**src/rtl/nwb_pkg.sv**
```systemverilog
package nwb_pkg;

   // low two address bits of the word used on a given burst step
   function automatic logic [1:0] burst_low(input logic [1:0] start,
                                            input logic [1:0] step,
                                            input logic       ilv);
      return ilv ? (start ^ step) : (start + step);
   endfunction

endpackage

```
**src/rtl/nwb_burst_ctr.sv**
```systemverilog
module nwb_burst_ctr #(
   parameter int ADDR_W = 6
) (
   input  logic              clk,
   input  logic              rst_n,
   input  logic              step_en,
   input  logic              load,
   input  logic              op_valid,
   input  logic              interleave,
   input  logic [ADDR_W-1:0] addr,
   output logic [ADDR_W-1:0] eff_addr
);
   import nwb_pkg::*;

   logic [ADDR_W-1:0] base_q;
   logic [1:0]        cnt_q;

   always_ff @(posedge clk or negedge rst_n) begin
      if (!rst_n) begin
         base_q <= '0;
         cnt_q  <= '0;
      end else if (step_en) begin
         if (load) begin
            base_q <= addr;
            cnt_q  <= '0;
         end else if (op_valid) begin
            cnt_q  <= cnt_q + 2'd1;
         end
      end
   end

   assign eff_addr = {base_q[ADDR_W-1:2], burst_low(base_q[1:0], cnt_q, interleave)};

endmodule

```
**src/rtl/nwb_op_reg.sv**
```systemverilog
module nwb_op_reg (
   input  logic clk,
   input  logic rst_n,
   input  logic step_en,
   input  logic load,
   input  logic selected,
   input  logic wr_n,
   output logic op_valid,
   output logic op_write
);

   always_ff @(posedge clk or negedge rst_n) begin
      if (!rst_n) begin
         op_valid <= 1'b0;
         op_write <= 1'b0;
      end else if (step_en && load) begin
         op_valid <= selected;
         op_write <= selected && !wr_n;
      end
   end

endmodule

```
**src/rtl/nwb_array.sv**
```systemverilog
module nwb_array #(
   parameter int ADDR_W = 6,
   parameter int LANES  = 4,
   parameter int LANE_W = 9
) (
   input  logic                     clk,
   input  logic                     we,
   input  logic [ADDR_W-1:0]        waddr,
   input  logic [LANES-1:0]         lane_wr_n,
   input  logic [LANES*LANE_W-1:0]  wdata,
   input  logic [ADDR_W-1:0]        raddr,
   output logic [LANES*LANE_W-1:0]  rdata
);
   localparam int DEPTH = 1 << ADDR_W;

   for (genvar g = 0; g < LANES; g++) begin : g_lane
      logic [LANE_W-1:0] store [DEPTH];

      always_ff @(posedge clk) begin
         if (we && !lane_wr_n[g])
            store[waddr] <= wdata[g*LANE_W +: LANE_W];
      end

      assign rdata[g*LANE_W +: LANE_W] = store[raddr];
   end

endmodule

```
**src/rtl/nowait_burst_sram.sv**
```systemverilog
module nowait_burst_sram #(
   parameter int ADDR_W = 6,
   parameter int LANES  = 4,
   parameter int LANE_W = 9
) (
   input  logic                    clk,
   input  logic                    rst_n,
   input  logic                    suspend,
   input  logic                    load_n,
   input  logic                    wr_n,
   input  logic                    cs1_n,
   input  logic                    cs2,
   input  logic                    cs3_n,
   input  logic [ADDR_W-1:0]       addr,
   input  logic                    interleave,
   input  logic [LANES-1:0]        byte_wr_n,
   input  logic [LANES*LANE_W-1:0] wdata,
   input  logic                    out_en_n,
   output logic [LANES*LANE_W-1:0] rdata,
   output logic                    rdata_oe
);

   if (ADDR_W < 3) begin : g_bad_addr
      $error("ADDR_W must leave at least one bit above the burst bits");
   end
   if (LANES < 1) begin : g_bad_lanes
      $error("LANES must be at least 1");
   end
   if (LANE_W < 1) begin : g_bad_lane_w
      $error("LANE_W must be at least 1");
   end

   logic              step_en;
   logic              load;
   logic              selected;
   logic              op_valid;
   logic              op_write;
   logic              commit;
   logic [ADDR_W-1:0] eff_addr;

   assign step_en  = !suspend;
   assign load     = !load_n;
   assign selected = !cs1_n && cs2 && !cs3_n;

   nwb_op_reg u_op (
      .clk      (clk),
      .rst_n    (rst_n),
      .step_en  (step_en),
      .load     (load),
      .selected (selected),
      .wr_n     (wr_n),
      .op_valid (op_valid),
      .op_write (op_write)
   );

   nwb_burst_ctr #(.ADDR_W(ADDR_W)) u_ctr (
      .clk        (clk),
      .rst_n      (rst_n),
      .step_en    (step_en),
      .load       (load),
      .op_valid   (op_valid),
      .interleave (interleave),
      .addr       (addr),
      .eff_addr   (eff_addr)
   );

   // the write held since the previous edge lands with this edge's data
   assign commit = step_en && op_valid && op_write;

   nwb_array #(.ADDR_W(ADDR_W), .LANES(LANES), .LANE_W(LANE_W)) u_mem (
      .clk       (clk),
      .we        (commit),
      .waddr     (eff_addr),
      .lane_wr_n (byte_wr_n),
      .wdata     (wdata),
      .raddr     (eff_addr),
      .rdata     (rdata)
   );

   assign rdata_oe = !out_en_n && op_valid && !op_write;

endmodule

```
**config.mk**
```make
export PLATFORM = sky130hd
export DESIGN_NAME = nowait_burst_sram
export DESIGN_NICKNAME = d
export VERILOG_FILES = /design/src/rtl/nwb_pkg.sv /design/src/rtl/nwb_burst_ctr.sv /design/src/rtl/nwb_op_reg.sv /design/src/rtl/nwb_array.sv /design/src/rtl/nowait_burst_sram.sv
export SDC_FILE = /design/constraint.sdc
export NUM_CORES = 2
export LEC_CHECK = 0
export ABC_AREA = 1
export BUFFER_PORTS_ARGS = -buffer_cell sky130_fd_sc_hd__buf_2
export CAP_MARGIN = 30
export CORE_MARGIN = 4
export CORE_UTILIZATION = 50
export CTS_CLUSTER_DIAMETER = 80
export DETAILED_ROUTE_END_ITERATION = 7
export MAX_ROUTING_LAYER = met4
export PLACE_DENSITY = 0.74
export SLEW_MARGIN = 15
export SYNTH_ARGS = -nofsm -noshare
export SYNTH_HDL_FRONTEND = slang
export SYNTH_SLANG_ARGS = --single-unit
```
**constraint.sdc**
```tcl
create_clock -name clk -period 7.7 [get_ports clk]
set_clock_uncertainty 0.2 [all_clocks]
set_input_delay 1.54 -clock clk [delete_from_list [all_inputs] [get_ports clk]]
set_output_delay 1.54 -clock clk [all_outputs]
set_load 0.005 [all_outputs]
```
==> flow_metrics.env <==
export IMPL_syn_nets=8667
export IMPL_cts_tree="yes"
export IMPL_synth_edf_count=2304
export IMPL_htree_levels=4
export IMPL_viasPerCell=5.638
export IMPL_period_share=0.8646
export IMPL_syn_inst=8610
export IMPL_worstSetupEndpoint="rdata[27]"
export IMPL_clockBufferDepth=3
export IMPL_routed_wl_mm=256.8
export IMPL_critical_path_peak_fanout=159
export IMPL_dieArea_um2=200200
export IMPL_ys_warnings_count=0
export IMPL_max_cap_violations=0
export IMPL_reg2reg_from="u_ctr.base_q[0]"
export IMPL_initial_core_util=0.5024
export IMPL_netlist_area_um2=96550
export IMPL_max_slew_worst_pin_slew_ns=1.167
export IMPL_reg2reg_to="u_mem.g_lane[1].store[31][3]"
export IMPL_nFillCells=15451
export IMPL_p_per_area_nw_per_um2=279.1
export IMPL_rsz0062_at_grt="no"
export IMPL_vias=63733
export IMPL_cts_setup_buffers=0
export IMPL_yosys_top_cells_area="edfxtp_1 (72%), nand2_1 (17%), a21boi_0 (2.9%)"
export IMPL_final_max_slew_viol_count=0
export IMPL_fin_nets=8625
export IMPL_grt_pass1_wl_mm=380.8
export IMPL_required_ns=5.96
export IMPL_grt_pass1_vias=60728
export IMPL_gp_congestion=0.8582
export IMPL_dpl_hpwl_mm=145.5
export IMPL_clk_pin_slew_ns=0.06
export IMPL_crit_arrival_ns=4.92
export IMPL_antenna_found_initial=18
export IMPL_finalPower_mw=29.71
export IMPL_drive_gt1_frac=0.06517
export IMPL_syn_area_per_cell_um2=11.21
export IMPL_synth_most_common_cell="nand2_1"
export IMPL_grt_total_usage=0.2606
export IMPL_top_level_ports=93
export IMPL_cp_start_kind="flop"
export IMPL_cts_resized=0
export IMPL_dieHeight_um=447.4
export IMPL_slew_headroom=0.2204
export IMPL_grt_ovfl_total=0
export IMPL_core_area_um2=192200
export IMPL_yosys_area_top_type="edfxtp_1"
export IMPL_die_w_um=447.4
export IMPL_dr_pass1_iters=7
export IMPL_cts_sinks=2314
export IMPL_crit_type="flop to output port"
export IMPL_synth_common_cells="nand2_1 (4304), edfxtp_1 (2304), o21ai_0 (403)"
export IMPL_end_kind="output port"
export IMPL_io_buffers=92
export IMPL_cts_hold_fix_buffers=0
export IMPL_cellLeakagePower_nw=40.06
export IMPL_ys_flop_type="edfxtp_1"
export IMPL_setup_tns_final_ns=0
export IMPL_fmax_mhz=150.2
export IMPL_rows=161
export IMPL_hold_class="input port to async pin"
export IMPL_status="complete, no violations"
export IMPL_yosysSeqAreaShare=0.7192
export IMPL_routedWlPerCell_um=22.72
export IMPL_cp_startpoint="u_ctr.base_q[0]"
export IMPL_rr_worst_depth=11
export IMPL_cts_root_buffer="clkbuf_16"
export IMPL_ys_types=26
export IMPL_drc=0
export IMPL_insertion_delay_ns=0.86
export IMPL_synth_async_reset_ratio=0.004322
export IMPL_fin_crit_ns=6.657
export IMPL_ir_drop_v=0.0002674
export IMPL_synth_top_area_share=0.7166
export IMPL_drt_antenna_violating_nets=0
export IMPL_drtIter0Drc=8634
export IMPL_grt_max_degree=188
export IMPL_numCtsBuffers=212
export IMPL_r2r_slack_ns=2.77
export IMPL_setup_viol=0
export IMPL_area_growth_synth_to_final_pct=10.22
export IMPL_hold_viol_final=0
export IMPL_ys_ff_latch=2314
## how the worst min path moves through the flow
stage                         start  slack [ns]               to
floorplan           u_ctr.base_q[0]        0.25  u_ctr.base_q[0]
global placement    u_ctr.base_q[0]        0.32  u_ctr.base_q[0]
detailed placement  u_ctr.base_q[0]        0.33  u_ctr.base_q[0]
CTS                           rst_n        0.30  u_ctr.base_q[4]
global route                  rst_n        0.33    u_op.op_valid
finish                        rst_n        0.34    u_op.op_valid
## where the power goes
group / switching [mW] / internal (mW) / leakage, nW
clock network: 4.57 / 5.91 / 3.36
registers: 0.0166 / 13.9 / 20.8
logic: 3.88 / 1.48 / 15.9
total: 8.46 / 21.2 / 40.1
## final cells by class
| cell class | instances | area (um^2) | share of cell area |
|---|---|---|---|
| tap | 2526 | 3161 | 0.02970 |
| inverter | 22 | 97.59 | 0.0009171 |
| multi-input combinational | 5778 | 24900 | 0.2340 |
| antenna | 31 | 77.57 | 0.0007290 |
| clock buffer | 262 | 5620 | 0.05282 |
| timing repair buffer | 240 | 1877 | 0.01764 |
| sequential | 2314 | 69440 | 0.6525 |
| clock inverter | 131 | 1245 | 0.01170 |
## sequential cells by signal, indices dropped and copies added (netlist names)
signal,flops
u_mem.g_lane.store,2304
u_ctr.base_q,6
u_ctr.cnt_q,2
u_op.op_valid,1
u_op.op_write,1
## metrics by stage
step                      cell area (um^2)  utilization  instances  hold WS, ns  worst slack (ns)
after floorplan                      96550            -       8610       0.2456             3.175
after global placement               99100       0.5157      10841       0.3150             1.369
after detailed placement             99170       0.5160      10846       0.3270             1.381
after CTS                           106000       0.5518      11239       0.2967             1.118
after global routing                106400       0.5535      11288       0.3350            0.9082
final                               106400       0.5537      11304       0.3377             1.043
## cell usage in the layout (no fill, tap or decap), types with 2 or more instances in the layout
| cell | n |
|---|---|
| a21boi_0 | 379 |
| buf_12 | 18 |
| buf_2 | 92 |
| buf_4 | 121 |
| buf_8 | 8 |
| bufinv_16 | 22 |
| clkbuf_1 | 44 |
| clkbuf_16 | 218 |
| clkinv_1 | 50 |
| clkinv_2 | 39 |
| clkinv_4 | 5 |
| clkinv_8 | 3 |
| clkinvlp_4 | 6 |
| dfrtp_1 | 9 |
| diode_2 | 31 |
| edfxtp_1 | 2304 |
| inv_1 | 19 |
| inv_6 | 5 |
| inv_8 | 2 |
| mux2i_1 | 140 |
| nand2_1 | 4299 |
| nand2_2 | 5 |
| nand3_1 | 61 |
| nand3_4 | 2 |
| nor2_1 | 340 |
| nor2_2 | 6 |
| nor2_4 | 4 |
| nor3_2 | 8 |
| o21ai_0 | 403 |
| o21ai_1 | 124 |
## kinds of logic after synthesis
| family | after synthesis | synth area share |
|---|---|---|
| AO/OA/AOI/OAI | 908 | 0.05691 |
| adder cells (fa/ha/maj) | 1 | 0.0001296 |
| buffers and inverters | 518 | 0.02379 |
| flip-flops | 2314 | 0.7192 |
| multiplexers | 140 | 0.01451 |
| AND/OR/NAND/NOR | 4729 | 0.1855 |
## critical path, stage by stage, from the launching register on
cell and delay [ns]:
dfrtp_1 0.41, ha_4 0.78, buf_12 0.53, buf_4 0.57
nand2_1 0.10, a21boi_0 0.15, o21ai_0 0.24, nand2_1 0.10
nand2_1 0.11, nand2_1 0.06, nand2_1 0.09, nor2_1 0.05
nand2_1 0.25, buf_2 0.19
## per-layer routing
metal	global-route usage	part of all wire	wire, um	vias to the layer above
li1	-	-	-	29031
met1	0.3353	0.38	97610	30693
met2	0.3928	0.46	118800	3423
met3	0.05931	0.11	27430	586
met4	0.1286	0.051	12970	0
met5	-	0	0	-
No activity file was read; power rests on OpenSTA's default activity.
